## src/rtl/isa_bridge_pkg.sv

```systemverilog
// Shared types for the CPU to ISA I/O bridge.
// Assumes: access size encoding 0 byte, 1 half, 2 word.
package isa_bridge_pkg;

    typedef enum logic [1:0] {
        SZ_BYTE = 2'd0,
        SZ_HALF = 2'd1,
        SZ_WORD = 2'd2
    } acc_size_e;

    typedef enum logic [2:0] {
        ST_IDLE      = 3'd0,
        ST_ISA       = 3'd1,
        ST_INTA_REQ  = 3'd2,
        ST_INTA_WAIT = 3'd3,
        ST_DONE      = 3'd4
    } brg_state_e;

endpackage

```

## src/rtl/isa_addr_decode.sv

```systemverilog
// Window decoder and port address translator.
// Claims the I/O window [IO_BASE, IO_BASE+IO_SPAN) and a 4-byte
// acknowledge window at ACK_BASE. It produces the dense or the sparse
// port address for the current CPU address.
// Assumes: ACK_BASE is 4-byte aligned; the I/O window lies below 2^ADDR_W.
module isa_addr_decode #(
    parameter int              ADDR_W   = 32,
    parameter int              PORT_W   = 16,
    parameter int              LOW_BITS = 5,
    parameter int              PAGE_SH  = 12,
    parameter logic [ADDR_W-1:0] IO_BASE  = 32'h8000_0000,
    parameter logic [ADDR_W-1:0] IO_SPAN  = 32'h0080_0000,
    parameter logic [ADDR_W-1:0] ACK_BASE = 32'hBFFF_FFF0
) (
    input  logic [ADDR_W-1:0] addr,
    input  logic              sparse,
    output logic              io_hit,
    output logic              ack_hit,
    output logic              ack_zero_off,
    output logic [PORT_W-1:0] port
);
    localparam int              HIGH_BITS = PORT_W - LOW_BITS;
    localparam logic [ADDR_W:0] IO_LO     = {1'b0, IO_BASE};
    localparam logic [ADDR_W:0] IO_HI     = {1'b0, IO_BASE} + {1'b0, IO_SPAN};

    logic [ADDR_W:0]   addr_x;
    logic [PORT_W-1:0] dense_port;
    logic [PORT_W-1:0] sparse_port;

    // Window membership tests.
    always_comb begin
        addr_x       = {1'b0, addr};
        io_hit       = (addr_x >= IO_LO) && (addr_x < IO_HI);
        ack_hit      = (addr[ADDR_W-1:2] == ACK_BASE[ADDR_W-1:2]);
        ack_zero_off = (addr[1:0] == 2'b00);
    end

    // Two translation schemes; the map-type input picks one.
    always_comb begin
        dense_port  = addr[PORT_W-1:0];
        sparse_port = {addr[PAGE_SH +: HIGH_BITS], addr[LOW_BITS-1:0]};
        port        = sparse ? sparse_port : dense_port;
    end

    // the two windows never overlap.
    always_comb begin
        window_excl_chk: assert (!(io_hit && ack_hit));
    end

endmodule

```

## src/rtl/isa_lane_swap.sv

```systemverilog
// Byte-lane reorder by access size.
// Byte: lane 0 kept. Half: lanes 0 and 1 exchanged. Word: all lanes reversed.
// Lanes not covered by the access size are zero; size 3 behaves as word.
// Assumes: DATA_W is a multiple of 16.
module isa_lane_swap
    import isa_bridge_pkg::*;
#(
    parameter int DATA_W = 32
) (
    input  logic [1:0]        size,
    input  logic [DATA_W-1:0] din,
    output logic [DATA_W-1:0] dout
);
    localparam int NBYTES = DATA_W / 8;

    for (genvar b = 0; b < NBYTES; b++) begin : g_lane
        // Select the source lane for output byte b.
        always_comb begin
            case (size)
                SZ_BYTE: dout[b*8 +: 8] = (b == 0) ? din[7:0] : 8'h00;
                SZ_HALF: dout[b*8 +: 8] = (b < 2) ? din[(1-b)*8 +: 8] : 8'h00;
                default: dout[b*8 +: 8] = din[(NBYTES-1-b)*8 +: 8];
            endcase
        end
    end

endmodule

```

## src/rtl/isa_io_bridge.sv

```systemverilog
// CPU to ISA I/O bridge top.
// Accepts one CPU access at a time. It runs an ISA port cycle for the
// I/O window and an acknowledge cycle for the vector window, then returns
// a one-cycle cpu_ack.
// Assumes: the CPU holds req and its fields until ack and drops req in
// the cycle after ack; isa_rdy and inta_valid are only seen while waiting.
module isa_io_bridge
    import isa_bridge_pkg::*;
#(
    parameter int DATA_W = 32,
    parameter int PORT_W = 16,
    parameter int VEC_W  = 8
) (
    input  logic              clk,
    input  logic              rst_n,
    input  logic              map_sparse,
    input  logic              cpu_req,
    input  logic              cpu_we,
    input  logic [1:0]        cpu_size,
    input  logic [31:0]       cpu_addr,
    input  logic [DATA_W-1:0] cpu_wdata,
    output logic [DATA_W-1:0] cpu_rdata,
    output logic              cpu_ack,
    output logic              isa_req,
    output logic              isa_we,
    output logic [1:0]        isa_size,
    output logic [PORT_W-1:0] isa_port,
    output logic [DATA_W-1:0] isa_wdata,
    input  logic [DATA_W-1:0] isa_rdata,
    input  logic              isa_rdy,
    output logic              inta_req,
    input  logic              inta_valid,
    input  logic [VEC_W-1:0]  inta_vec
);
    localparam int VEC_PAD = DATA_W - VEC_W;

    brg_state_e        state;
    logic              io_hit, ack_hit, ack_zero_off;
    logic [PORT_W-1:0] xport;
    logic [DATA_W-1:0] wswap, rd_src, rswap;
    logic              in_inta;
    logic              txn_we;
    logic [1:0]        txn_size;
    logic [PORT_W-1:0] txn_port;
    logic [DATA_W-1:0] txn_wdata, rdata_q;

    isa_addr_decode #(.PORT_W(PORT_W)) u_decode (
        .addr         (cpu_addr),
        .sparse       (map_sparse),
        .io_hit       (io_hit),
        .ack_hit      (ack_hit),
        .ack_zero_off (ack_zero_off),
        .port         (xport)
    );

    isa_lane_swap #(.DATA_W(DATA_W)) u_wswap (
        .size (cpu_size),
        .din  (cpu_wdata),
        .dout (wswap)
    );

    // Read source: the vector during acknowledge, the ISA data otherwise.
    always_comb begin
        in_inta = (state == ST_INTA_REQ) || (state == ST_INTA_WAIT);
        rd_src  = in_inta ? {{VEC_PAD{1'b0}}, inta_vec} : isa_rdata;
    end

    isa_lane_swap #(.DATA_W(DATA_W)) u_rswap (
        .size (txn_size),
        .din  (rd_src),
        .dout (rswap)
    );

    // Transaction sequencer: accept, wait for the responder, acknowledge.
    always_ff @(posedge clk) begin
        if (!rst_n) begin
            state     <= ST_IDLE;
            txn_we    <= 1'b0;
            txn_size  <= SZ_BYTE;
            txn_port  <= '0;
            txn_wdata <= '0;
            rdata_q   <= '0;
        end else begin
            case (state)
                ST_IDLE: begin
                    if (cpu_req && io_hit) begin
                        state     <= ST_ISA;
                        txn_we    <= cpu_we;
                        txn_size  <= cpu_size;
                        txn_port  <= xport;
                        txn_wdata <= wswap;
                    end else if (cpu_req && ack_hit) begin
                        txn_size <= cpu_size;
                        rdata_q  <= '0;
                        state    <= (!cpu_we && ack_zero_off) ? ST_INTA_REQ : ST_DONE;
                    end
                end
                ST_ISA: begin
                    if (isa_rdy) begin
                        rdata_q <= rswap;
                        state   <= ST_DONE;
                    end
                end
                ST_INTA_REQ, ST_INTA_WAIT: begin
                    if (inta_valid) begin
                        rdata_q <= rswap;
                        state   <= ST_DONE;
                    end else begin
                        state <= ST_INTA_WAIT;
                    end
                end
                default: state <= ST_IDLE;
            endcase
        end
    end

    // Outputs decoded from state and the held transaction.
    always_comb begin
        isa_req   = (state == ST_ISA);
        inta_req  = (state == ST_INTA_REQ);
        cpu_ack   = (state == ST_DONE);
        isa_we    = txn_we;
        isa_size  = txn_size;
        isa_port  = txn_port;
        isa_wdata = txn_wdata;
        cpu_rdata = rdata_q;
    end


    isa_hold_chk: assert property (@(posedge clk) disable iff (!rst_n)
        isa_req && !isa_rdy |=> isa_req && $stable(isa_port) && $stable(isa_wdata)
                                && $stable(isa_we) && $stable(isa_size));

    ack_after_rdy_chk: assert property (@(posedge clk) disable iff (!rst_n)
        isa_req && isa_rdy |=> cpu_ack && !isa_req);

    ack_pulse_chk: assert property (@(posedge clk) disable iff (!rst_n)
        cpu_ack |=> !cpu_ack);

    inta_pulse_chk: assert property (@(posedge clk) disable iff (!rst_n)
        inta_req |=> !inta_req);

    inta_ack_chk: assert property (@(posedge clk) disable iff (!rst_n)
        in_inta && inta_valid |=> cpu_ack);

    ack_off_chk: assert property (@(posedge clk) disable iff (!rst_n)
        state == ST_IDLE && cpu_req && ack_hit && !cpu_we && !ack_zero_off
        |=> cpu_ack && !inta_req && cpu_rdata == '0);

    ack_wr_drop_chk: assert property (@(posedge clk) disable iff (!rst_n)
        state == ST_IDLE && cpu_req && ack_hit && cpu_we |=> cpu_ack && !inta_req && !isa_req);

    unclaimed_chk: assert property (@(posedge clk) disable iff (!rst_n)
        state == ST_IDLE && cpu_req && !io_hit && !ack_hit |=> !cpu_ack && !isa_req && !inta_req);

    one_side_chk: assert property (@(posedge clk) disable iff (!rst_n)
        !(isa_req && inta_req));

endmodule

```

## config.mk

```make
export PLATFORM = sky130hd
export DESIGN_NAME = isa_io_bridge
export DESIGN_NICKNAME = d
export VERILOG_FILES = /design/src/rtl/isa_bridge_pkg.sv /design/src/rtl/isa_addr_decode.sv /design/src/rtl/isa_lane_swap.sv /design/src/rtl/isa_io_bridge.sv
export SDC_FILE = /design/constraint.sdc
export NUM_CORES = 1
export LEC_CHECK = 0
export BUFFER_PORTS_ARGS = -buffer_cell sky130_fd_sc_hd__buf_2
export CORE_ASPECT_RATIO = 0.8
export CORE_MARGIN = 5
export CORE_UTILIZATION = 40
export CTS_CLUSTER_DIAMETER = 50
export DETAILED_ROUTE_END_ITERATION = 6
export GPL_ROUTABILITY_DRIVEN = 0
export PLACE_DENSITY = 0.71
export SLEW_MARGIN = 25
export SYNTH_ARGS = -nofsm -noshare
export SYNTH_HDL_FRONTEND = slang
export SYNTH_HIERARCHICAL = 1
export SYNTH_SLANG_ARGS = --single-unit
```

## constraint.sdc

```tcl
create_clock -name clk -period 2.1 [get_ports clk]
set_input_delay 0.42 -clock clk [delete_from_list [all_inputs] [get_ports clk]]
set_output_delay 0.42 -clock clk [all_outputs]
set_load 0.05 [all_outputs]
```

# Yosys cells after proc, flatten, opt, wreduce, memory -nomap -nowiden
# Index checks and enable logic that the tools add are counted.
[totals]
ff_bits = 86
inputBits = 113
word_cells = 62
[classes]
eq_ne = 12
n_reduce_logical = 19
magnitude_cmp = 2
muxes = 23
[ops]
columns = ["cell", "count"]
rows = [
  ["32-bit two-way mux", 5],
  ["32-bit one-hot mux with 3 select lines", 1],
  ["8-bit one-hot mux with 2 select lines", 4],
  ["32-bit >= comparator (second input constant)", 1],
  ["32-bit less-than comparator (second input constant)", 1],
  ["8-bit two-way mux", 4],
  ["30-bit equality test (second input constant)", 1],
  ["16-bit two-way mux", 1],
  ["3-bit two-way mux", 5],
  ["3-bit one-hot mux with 3 select lines", 1],
  ["3-bit by 2-bit equality test with 1-bit output (second input constant)", 2],
  ["2-bit zero test", 3],
  ["2-bit inequality test (second input constant)", 3],
  ["2-bit AND reduction", 3],
  ["2-bit OR reduction", 3],
  ["5-bit AND reduction", 1],
  ["2-bit by 1-bit equality test with 1-bit output (second input constant)", 2],
  ["1-bit logical AND", 4],
  ["2-bit two-way mux", 2],
  ["3-bit by 1-bit equality test with 1-bit output (second input constant)", 1],
  ["3-bit equality test (second input constant)", 1],
  ["3-bit zero test", 1],
  ["3-bit inequality test (second input constant)", 1],
  ["3-bit nonzero test", 1],
  ["other kinds (4)", 4],
]

# Depth between registers and ports, before layout
[logic_depth]
word_depth = 6
depth_mapped = 9

# Modules after synthesis
# The synthesis kept the hierarchy.
[by_module_without_submodules]
columns = ["mod", "seq_area_each_um2", "cells_per_inst", "area_per_inst_um2", "instances"]
rows = [
  ["isa_io_bridge", 1721.7, 444, 3872.5, 1],
  ["isa_lane_swap", 0.0, 55, 375.4, 2],
  ["isa_addr_decode", 0.0, 32, 261.5, 1],
]

# Worst setup path before layout
# No wires, ideal clock.
[synth_timing]
path_kind = "input -> register"
from = "input cpu_addr[23]"
to = "register rdata_q[10], in the netlist cpu_rdata[10]"
arrival_time_ns = 2.063
n_path_buf = 2
t_required_ns = 2.028
path_stages = 8
slack_ns = -0.034
path_cell_list = "nor4_1 nand2_1 nor4_1 nor4bb_1 a2111o_1 buf_6 buf_6 mux2i_1"
[synth_between]
elab_chain_len = 5
[synth_rtl]
columns = ["element", "line_no", "source"]
rows = [
  ["from (decl)", "isa_io_bridge.sv:20", "input logic [31:0] cpu_addr,"],
  ["32-bit >= comparator or 32-bit less-than comparator (tied branches)", "isa_addr_decode.sv:33", "io_hit = (addr_x >= IO_LO) && (addr_x < IO_HI);"],
  ["1-bit logical AND (*)", "isa_addr_decode.sv:33", ""],
  ["named net io_hit", "isa_io_bridge.sv:38", "logic io_hit, ack_hit, ack_zero_off;"],
  ["1-bit logical AND (*)", "isa_io_bridge.sv:86", "if (cpu_req && io_hit) begin"],
  ["2-bit inequality test (no source line) (*)", "-", ""],
  ["5-bit AND reduction (no source line) (*)", "-", ""],
  ["to (signal assigned)", "isa_io_bridge.sv:100", "rdata_q <= rswap;"],
  ["to (signal assigned)", "isa_io_bridge.sv:106", "rdata_q <= rswap;"],
  ["to (decl)", "isa_io_bridge.sv:45", "logic [DATA_W-1:0] txn_wdata, rdata_q;"],
]
# The timed path passes the listed nets; every way through them passes the cells marked *.
# A chain may end at the register's enable or synchronous reset.

# Worst setup path in the final report
[layout_timing]
from = "input cpu_addr[23]"
to = "register rdata_q[13], in the netlist cpu_rdata[13]"
# Same word-level chain as after synthesis.

==> flow_summary.yaml <==
setup_path:
  critPathSlowestCell: "nor4bb_1"
  critPathKind: "in -> reg"
  path_max_fanout: 25
  crit_buf_inv: 3
  worstPathCellList: "buf_2, nor4_1, nand2_1, nor4_2, buf_4, nor4bb_1, a2111o_2, buf_12, mux2i_1"
  worstSetupEndpointType: "register"
  path_delay_family: "simple AND/OR/NAND/NOR gates"
  crit_required_ps: 2360
  slowest_delay_ps: 360
  arrival_ps: 2290
  crit_path_start_kind: "input port"
grt:
  grt_usage_pct: 20.0
  grt_max_degree: 85
  overflow: 0
  first_global_vias: 4720
  grt_pass1_wl_um: 23500
  antenna_found_initial: 0
sta:
  rsz0062_at_grt: "false"
  max_freq_ghz: 0.493
  hold_violations: 0
  layout_min_cycle_time_ps: 2030
  setup_viol_count_final: 0
  worst_slack_ps: 70.2
  slew_violations: 0
  relSlewSlack_pct: 63.3
  finClkSkew_ps: 7.11
  period_share_pct: 96.7
  worst_pin_slew_ps: 550
placement:
  dp_slack_ps: -269
  dp.final_hpwl_um: 11200
  dpl_cell_area_um2: 5990
  portBuffers: 198
finish:
  layout-drive-gt1-share_pct: 33.7
  syn2layout_area_growth_pct: 29.1
  antenna_cells: 0
  nets: 864
  final_cell_area_um2: 6310
routing:
  ant_nets: 0
  via_per_inst: 5.35
  finalWirelength_um: 14900
  drc: 0
  vias: 4857
  first_pass_iters: 4
  routedWlPerCell_um: 16.5
  drt_iter0_markers: 301
yosys:
  synth-edff-count: 0
  synth_cell_types: 39
  yosysTopAreaCell: "dfxtp_1"
  ys_warn_count: 6
  ys_seq_area_share_pct: 35.2
  netlist.area_leader.share_pct: 35.2
  syn_nets: 699
  ys_ff_latch: 86
  synthTopCellsByCount: "dfxtp_1 (86), nand3_1 (83), and2_1 (57), nand2_1 (51)"
  synthCells: 586
  synthArstFlopShare_pct: 0
  ys.flop_type: "dfxtp_1"
  netlist_area_um2: 4880
  yosysMostFrequentCell: "dfxtp_1"
  synth_area_leaders: "dfxtp_1 (35%), mux2i_1 (10%), nand3_1 (8.5%)"
  syn_avg_cell_area_um2: 8.34
cts:
  clockBufferDepth: 2
  clock_latency_ps: 330
  htree_levels: 3
  cts.reportedPaths.clkPinSlew_ps: 60
  numCtsBuffers: 9
  tritoncts: "done"
  clock-sinks: 86
  postCtsHoldBufs: 0
  root_buffer: "clkbuf_16"
run_status:
  status: "finished clean"
floorplanning:
  floorplan.initialDensity_pct: 40.5
  die_h_um: 109
  rows: 36
  die-area_um2: 14500
  core_area_um2: 12100
  io_pins: 199
  die_w_um: 134
pwr:
  power_density_nw_per_um2: 574
  p_leak_nw: 2.88
  ir_drop_v: 0.000348
run:
  maxCapViolCount: 0
min_path:
  min_path_type: "in -> reg"
state kept, by name, summed over array words and instances, names as in the netlist:
register	flops
isa_we	1
isa_size	2
isa_port	16
cpu_rdata	32
state	3
isa_wdata	32
worst reg2reg max path, delay by kind of cell, from the launching register on:
family	cells	cell delay, ps
simple gates	2	180
buf+inv	2	390
mux	3	740
flops	1	410
compound gates	1	110
metal layers:
metal	GRT usage, %	up-vias	part of all wire, %
met1	24.4	2284	41
met5	0	-	0
li1	-	2391	-
met2	34.0	162	49
met3	6.13	20	7.2
met4	6.61	0	1.9
final timing paths:
path | start | to | slack (ps) | cells after the start
worst min register to register | cpu_rdata[14] | cpu_rdata[14] | 460 | 2
worst max register to register | state[2] | cpu_rdata[6] | 160 | 8
worst max-delay path | cpu_addr[23] | cpu_rdata[13] | 70 | 9
worst min-delay path | cpu_addr[0] | isa_port[0] | 350 | 3
placed cells by master, fill, tap and decap left out, types with 2 or more instances in the layout:
| cell | netlist | final |
|---|---|---|
| o21ai_1 | 47 | 47 |
| a21boi_0 | 3 | 3 |
| a21boi_1 | 49 | 49 |
| clkbuf_8 | 0 | 3 |
| mux2_1 | 10 | 10 |
| a22o_1 | 16 | 16 |
| mux2_2 | 9 | 9 |
| clkbuf_16 | 0 | 9 |
| mux2i_1 | 49 | 49 |
| o21ai_0 | 22 | 22 |
| and2_1 | 57 | 57 |
| clkinvlp_4 | 0 | 2 |
| buf_4 | 5 | 16 |
| nand2_1 | 51 | 51 |
| dfxtp_1 | 86 | 85 |
| nand3_1 | 83 | 83 |
| nor4_1 | 3 | 2 |
| nor2_1 | 6 | 5 |
| nor2b_1 | 4 | 3 |
| buf_12 | 0 | 7 |
| nor2b_4 | 2 | 2 |
| buf_2 | 14 | 198 |
| nand4_1 | 5 | 5 |
logic make-up (layout without fill, tap and decap cells):
family	after synthesis	count (layout)	synth area share (%)
flops	86	86	35.2
simple gates	221	221	24.0
buf+inv	68	238	7.40
compound gates	143	143	18.9
mux	68	68	14.4
report_power, final:
part / internal [mW] / switching, mW
logic: 0.170 / 0.162
clock network: 1.02 / 0.638
registers: 1.63 / 0.000464
total: 2.82 / 0.800
final cells by class:
class                   count  area [um2]
clock buffers              12         267
fillers                  1160        5760
inverters                   1        3.75
flip-flops and latches     86        1720
repair buffers            221        1250
clock inverters             4        53.8
well taps                 152         190
multi-input cells         432        2820
repair_timing:
action	4_1_cts	5_1_grt
resized for setup	0	1
buffers inserted	0	0
endpoints found under the setup margin	0	1
stage by stage:
stage / hold slack (ps) / util (%) / instances / TNS, ps / power [mW]
after global placement: 443 / 49.6 / 892 / -4900 / 1.99
final: 346 / 52.3 / 908 / 0 / 3.62
after CTS: 331 / 52.2 / 908 / 0 / 3.67
after floorplan: 567 / - / 586 / 0 / 1.84
after detailed placement: 455 / 49.6 / 892 / -7650 / 1.99
after global routing: 353 / 52.3 / 908 / 0 / 3.77
(Power assumes the default switching activity.)
